===== src/rtl/cla_pkg.sv =====
package cla_pkg;

  typedef enum logic [0:0] {
    TREE_FULL         = 1'b0,
    TREE_BLOCK_RIPPLE = 1'b1
  } tree_mode_e;

  // groups left after folding n groups by radix r, lvl times
  function automatic int group_count(input int n, input int r, input int lvl);
    int c;
    c = n;
    for (int i = 0; i < lvl; i++) c = (c + r - 1) / r;
    return c;
  endfunction

  // levels of cells needed until a single group remains (at least one)
  function automatic int level_count(input int n, input int r);
    int c;
    int l;
    c = n;
    l = 0;
    while (c > 1) begin
      c = (c + r - 1) / r;
      l++;
    end
    if (l == 0) l = 1;
    return l;
  endfunction

endpackage


===== src/rtl/cla_cell.sv =====
module cla_cell #(
  parameter int RADIX = 4
) (
  input  logic [RADIX-1:0] g_n,
  input  logic [RADIX-1:0] p_n,
  input  logic             c_in,
  output logic [RADIX-2:0] carry,
  output logic             grp_g_n,
  output logic             grp_p_n
);

  logic [RADIX-1:0] gen;
  logic [RADIX-1:0] prop;

  assign gen  = ~g_n;
  assign prop = ~p_n;

  // OR over j<top of gen[j] AND every prop above j and below top
  function automatic logic span_gen(input logic [RADIX-1:0] g,
                                    input logic [RADIX-1:0] p,
                                    input int top);
    logic acc;
    logic term;
    acc = 1'b0;
    for (int j = 0; j < RADIX; j++) begin
      if (j < top) begin
        term = g[j];
        for (int m = 0; m < RADIX; m++) begin
          if (m > j && m < top) term = term & p[m];
        end
        acc = acc | term;
      end
    end
    return acc;
  endfunction

  // AND of prop[0 .. top-1]
  function automatic logic span_prop(input logic [RADIX-1:0] p, input int top);
    logic acc;
    acc = 1'b1;
    for (int m = 0; m < RADIX; m++) begin
      if (m < top) acc = acc & p[m];
    end
    return acc;
  endfunction

  always_comb begin
    for (int k = 1; k < RADIX; k++) begin
      carry[k-1] = span_gen(gen, prop, k) | (span_prop(prop, k) & c_in);
    end
    grp_g_n = ~span_gen(gen, prop, RADIX);
    grp_p_n = ~span_prop(prop, RADIX);
  end

endmodule


===== src/rtl/cla_slice.sv =====
module cla_slice #(
  parameter int BITS = 4
) (
  input  logic [BITS-1:0] a,
  input  logic [BITS-1:0] b,
  input  logic            c_in,
  output logic [BITS-1:0] sum,
  output logic            g_n,
  output logic            p_n
);

  logic [BITS-1:0] bit_gen;
  logic [BITS-1:0] bit_prop;
  logic [BITS-2:0] inner_c;
  logic [BITS-1:0] bit_c;

  assign bit_gen  = a & b;
  assign bit_prop = a ^ b;

  cla_cell #(.RADIX(BITS)) i_bit_cell (
    .g_n     (~bit_gen),
    .p_n     (~bit_prop),
    .c_in    (c_in),
    .carry   (inner_c),
    .grp_g_n (g_n),
    .grp_p_n (p_n)
  );

  assign bit_c = {inner_c, c_in};
  assign sum   = bit_prop ^ bit_c;

endmodule


===== src/rtl/cla_adder.sv =====
module cla_adder #(
  parameter int                  WIDTH      = 64,
  parameter int                  SLICE_BITS = 4,
  parameter int                  RADIX      = 4,
  parameter cla_pkg::tree_mode_e MODE       = cla_pkg::TREE_FULL
) (
  input  logic [WIDTH-1:0] a,
  input  logic [WIDTH-1:0] b,
  input  logic             cin,
  output logic [WIDTH-1:0] sum,
  output logic             cout,
  output logic             grp_gen_n,
  output logic             grp_prop_n
);

  localparam int NSLICE = WIDTH / SLICE_BITS;

  logic [NSLICE-1:0] sl_g_n;
  logic [NSLICE-1:0] sl_p_n;
  logic [NSLICE-1:0] sl_c;

  for (genvar s = 0; s < NSLICE; s++) begin : g_slice
    cla_slice #(.BITS(SLICE_BITS)) i_slice (
      .a    (a[s*SLICE_BITS +: SLICE_BITS]),
      .b    (b[s*SLICE_BITS +: SLICE_BITS]),
      .c_in (sl_c[s]),
      .sum  (sum[s*SLICE_BITS +: SLICE_BITS]),
      .g_n  (sl_g_n[s]),
      .p_n  (sl_p_n[s])
    );
  end

  if (MODE == cla_pkg::TREE_FULL) begin : g_full
    localparam int NLVL = cla_pkg::level_count(NSLICE, RADIX);

    // level 0 holds slice groups, level NLVL the single word group
    logic [NLVL:0][NSLICE-1:0] tg_n;
    logic [NLVL:0][NSLICE-1:0] tp_n;
    logic [NLVL:0][NSLICE-1:0] tc;

    assign tg_n[0] = sl_g_n;
    assign tp_n[0] = sl_p_n;
    assign sl_c    = tc[0];
    assign tc[NLVL][0] = cin;

    for (genvar l = 0; l < NLVL; l++) begin : g_lvl
      localparam int IN_CNT  = cla_pkg::group_count(NSLICE, RADIX, l);
      localparam int OUT_CNT = cla_pkg::group_count(NSLICE, RADIX, l + 1);
      for (genvar k = 0; k < NSLICE; k++) begin : g_node
        if (k < OUT_CNT) begin : g_used
          logic [RADIX-1:0] cg_n;
          logic [RADIX-1:0] cp_n;
          logic [RADIX-2:0] cc;
          logic             og_n;
          logic             op_n;
          for (genvar j = 0; j < RADIX; j++) begin : g_in
            localparam int IDX = k * RADIX + j;
            if (IDX < IN_CNT) begin : g_real
              assign cg_n[j] = tg_n[l][IDX];
              assign cp_n[j] = tp_n[l][IDX];
              if (j == 0) begin : g_first
                assign tc[l][IDX] = tc[l+1][k];
              end else begin : g_inner
                assign tc[l][IDX] = cc[j-1];
              end
            end else begin : g_pad
              // absent group: never generates, never blocks
              assign cg_n[j] = 1'b1;
              assign cp_n[j] = 1'b0;
            end
          end
          cla_cell #(.RADIX(RADIX)) i_cell (
            .g_n     (cg_n),
            .p_n     (cp_n),
            .c_in    (tc[l+1][k]),
            .carry   (cc),
            .grp_g_n (og_n),
            .grp_p_n (op_n)
          );
          assign tg_n[l+1][k] = og_n;
          assign tp_n[l+1][k] = op_n;
        end else begin : g_unused
          assign tg_n[l+1][k] = 1'b1;
          assign tp_n[l+1][k] = 1'b0;
          assign tc[l+1][k]   = 1'b0;
        end
      end
    end

    assign grp_gen_n  = tg_n[NLVL][0];
    assign grp_prop_n = tp_n[NLVL][0];
    assign cout       = ~tg_n[NLVL][0] | (~tp_n[NLVL][0] & cin);

  end else begin : g_ripple
    localparam int NBLK = (NSLICE + RADIX - 1) / RADIX;

    logic [NBLK:0] blk_c;
    logic [NBLK:0] gen_acc;
    logic [NBLK:0] prop_acc;

    assign blk_c[0]    = cin;
    assign gen_acc[0]  = 1'b0;
    assign prop_acc[0] = 1'b1;

    for (genvar k = 0; k < NBLK; k++) begin : g_blk
      logic [RADIX-1:0] cg_n;
      logic [RADIX-1:0] cp_n;
      logic [RADIX-2:0] cc;
      logic             bg_n;
      logic             bp_n;
      for (genvar j = 0; j < RADIX; j++) begin : g_in
        localparam int IDX = k * RADIX + j;
        if (IDX < NSLICE) begin : g_real
          assign cg_n[j] = sl_g_n[IDX];
          assign cp_n[j] = sl_p_n[IDX];
          if (j == 0) begin : g_first
            assign sl_c[IDX] = blk_c[k];
          end else begin : g_inner
            assign sl_c[IDX] = cc[j-1];
          end
        end else begin : g_pad
          assign cg_n[j] = 1'b1;
          assign cp_n[j] = 1'b0;
        end
      end
      cla_cell #(.RADIX(RADIX)) i_cell (
        .g_n     (cg_n),
        .p_n     (cp_n),
        .c_in    (blk_c[k]),
        .carry   (cc),
        .grp_g_n (bg_n),
        .grp_p_n (bp_n)
      );
      // carry into the next block is formed outside the cell
      assign blk_c[k+1]    = ~bg_n | (~bp_n & blk_c[k]);
      assign gen_acc[k+1]  = ~bg_n | (~bp_n & gen_acc[k]);
      assign prop_acc[k+1] = prop_acc[k] & ~bp_n;
    end

    assign cout       = blk_c[NBLK];
    assign grp_gen_n  = ~gen_acc[NBLK];
    assign grp_prop_n = ~prop_acc[NBLK];
  end

endmodule


===== config.mk =====
export PLATFORM = sky130hd
export DESIGN_NAME = cla_adder
export DESIGN_NICKNAME = d
export VERILOG_FILES = /design/src/rtl/cla_pkg.sv /design/src/rtl/cla_cell.sv /design/src/rtl/cla_slice.sv /design/src/rtl/cla_adder.sv
export SDC_FILE = /design/constraint.sdc
export NUM_CORES = 1
export LEC_CHECK = 0
export BUFFER_PORTS_ARGS = -buffer_cell sky130_fd_sc_hd__buf_2
export CAP_MARGIN = 20
export CORE_UTILIZATION = 30
export DETAILED_ROUTE_END_ITERATION = 10
export PLACE_DENSITY = 0.67
export SYNTH_ARGS = -nofsm -noshare
export SYNTH_HDL_FRONTEND = slang
export SYNTH_SLANG_ARGS = --single-unit
export TNS_END_PERCENT = 10

===== constraint.sdc =====
create_clock -name vclk -period 12.3
set_input_delay 3.69 -clock vclk [all_inputs]
set_output_delay 3.69 -clock vclk [all_outputs]
set_load 0.01 [all_outputs]

==> impl_metrics.py <==
metrics = {
    "synthesis": {
        "synth_nets": 611,
        "synthXorXnorAreaFrac_pct": 11.8,
        "synth_top_family_by_area": "adder cells",
        "synthAdderAreaFrac_pct": 35.9,
        "syn_area_sq_um": 3130,
        "synth_simple_gate_area_share_pct": 21.5,
        "synth.area.mux_share_pct": 0.960,
        "yosysTopAreaCellShare_pct": 25.6,
        "ys_seq_area_share_pct": 0,
        "avgSynthCellArea_sq_um": 7.78,
        "syn_inst": 402,
        "synth.distinct_cells": 54,
        "yosys_warnings": 0,
        "yosysTopAreaCell": "ha_1",
        "netlist_top_cells_area": "ha_1 26%, fa_1 10%, xor2_1 7.8%",
        "synth_compound_area_share_pct": 26.9,
    },
    "place": {
        "routabilityCongestion": 0.910,
        "hpwl_um": 8980,
        "place_ws_ns": 1.63,
        "io_buffers": 196,
        "place_area_sq_um": 4260,
    },
    "layout": {
        "final_util_pct": 42.8,
        "area_growth_pct": 36.2,
        "nets": 807,
        "regArea_sq_um": 0,
        "nFlopsAndLatches": 0,
        "design_area_sq_um": 4260,
        "drive_gt1_share_pct": 35.9,
        "final_cell_mix": "196 x buf_2, 64 x ha_1, 46 x a21oi_1",
        "n_fill_cell": 1034,
        "n_antenna_cell": 0,
        "nClkBuffers": 0,
        "final_common_cell": "buf_2",
    },
    "setup_path": {
        "worstSetupEndpointType": "output pin",
        "slowest_stage": "or3_4",
        "arrival_ns": 7.00,
        "startpoint_type": "input port",
        "cp.depth": 12,
        "setup.worst_path.class": "input port to output pin",
        "worst_path_largest_cell_delay_ns": 0.49,
        "path_cells": "buf_2 -> ha_1 -> a21oi_1 -> o21ai_1 -> a22o_1 -> a311o_1 -> or3_4 -> a21oi_1 -> inv_1 -> fa_1 -> xor2_1 -> buf_2",
        "required_ns": 8.61,
        "cpLargestDelayFamily": "compound AO/OA/AOI/OAI gates",
        "worst-path-max-fanout": 11,
        "crit_buf_inv": 3,
    },
    "global_routing": {
        "grt_max_degree": 12,
        "track_usage_pct": 17.1,
        "grt_first_pass_wirelength_um": 16000,
        "grt_pass1_vias": 3623,
        "gr-total-overflow": 0,
        "antenna_found_initial": 0,
    },
    "floorplan": {
        "rows": 36,
        "core_area_sq_um": 9950,
        "die_area_sq_um": 10800,
        "io_pins": 196,
        "dieWidth_um": 104,
        "die_h_um": 104,
        "initial_utilization_pct": 31.4,
    },
    "power": {
        "intPower_mw": 0.113,
        "clkPwrFrac_pct": 0,
        "seqPwrFrac_pct": 0,
        "ir_drop_mv": 0.0243,
        "p_sw_share_pct": 54.8,
        "power_density_nw_per_um2": 58.9,
        "switchingPower_mw": 0.137,
        "power_frac_comb_pct": 100.0,
        "power_mw": 0.251,
        "leakage_nw": 2.31,
    },
    "timing": {
        "rsz0062_at_grt": "false",
        "maxSlewHeadroom_pct": 65.5,
        "fin_crit_ns": 10.69,
        "period_share_pct": 86.9,
        "fin_setup_tns_ns": 0,
        "final_hold_viol_count": 0,
        "setup_viol": 0,
        "worst_slew_pin_slew_ns": 0.514,
        "fmax_ghz": 0.0935,
        "setup_ws_ns": 1.61,
        "slew_violations": 0,
    },
    "route": {
        "met3_length_um": 639,
        "drt-met1-wl_um": 4170,
        "wl_um": 9780,
        "wl_met2_um": 4930,
        "via_per_inst": 5.16,
        "vias": 3762,
        "drc_errors": 0,
        "topRoutingLayerUsed": "met4",
        "wire_per_inst_um": 13.4,
        "ant_nets": 0,
        "first_iter_violations": 99,
        "dr.pass1.iters": 4,
    },
    "worst_hold_path": {
        "hold_path_depth": 3,
        "hold_path.class": "input port to output pin",
    },
    "clock_network": {
        "postCtsSetupRepairBufs": 0,
        "cts_hold_buf": 0,
        "cts_resized": 0,
    },
    "outcome": {
        "outcome": "complete, no violations",
    },
    "run": {
        "max-cap-violations": 0,
    },
}
## path summary, 6_finish.rpt
path,startpoint,endpoint,slack [ns]
setup / recovery,a[25],sum[49],1.61
hold / removal,b[24],sum[24],7.75
## cell usage after synthesis (4+ instances only)
master and count:
ha_1 64, a21oi_1 46, xor2_1 28, nor2_1 24, inv_1 21, nand2_1 21
o21ai_0 20, a21o_1 17, nand3_1 17, fa_1 16, xnor2_1 14, a21boi_0 9
nand4_1 9, and2_1 8, and3_1 8, nor3_1 7, and4_1 4, nand2b_1 4
o211ai_1 4, o21bai_1 4, or2_2 4
## metrics by stage
stage,cells,hold slack [ns]
final,729,7.75
after global routing,729,7.77
after CTS,729,7.76
after detailed placement,729,7.75
after global placement,729,7.75
after floorplan,402,7.57
## routing by layer
layer,vias up,GRT usage [%]
li1,1893,-
met1,1710,20.3
met2,155,34.0
met3,4,1.75
met4,0,0.918
met5,-,0
## logic make-up (layout without fill, tap and decap cells)
family / Yosys count / in the layout
mux: 3 / 3
simple gates: 124 / 124
compound gates: 130 / 130
fa+ha+maj: 80 / 80
buf+inv: 23 / 217
xor+xnor: 42 / 42
## area by class of cell
type / count / area [sq um] / share of cell area (%)
Inverter: 21 / 78.8 / 1.85
Multi-Input combinational cell: 379 / 3030 / 71.2
Tap cell: 133 / 166 / 3.91
Timing Repair Buffer: 196 / 981 / 23.0
## power groups by stage
stage	Clock (mW)	Combinational (mW)	Sequential [mW]
floorplan	0	0.158	0
global placement	0	0.248	0
global route	0	0.278	0
CTS	0	0.253	0
detailed placement	0	0.252	0
finish	0	0.251	0
Power figures use the tool's default switching activity.
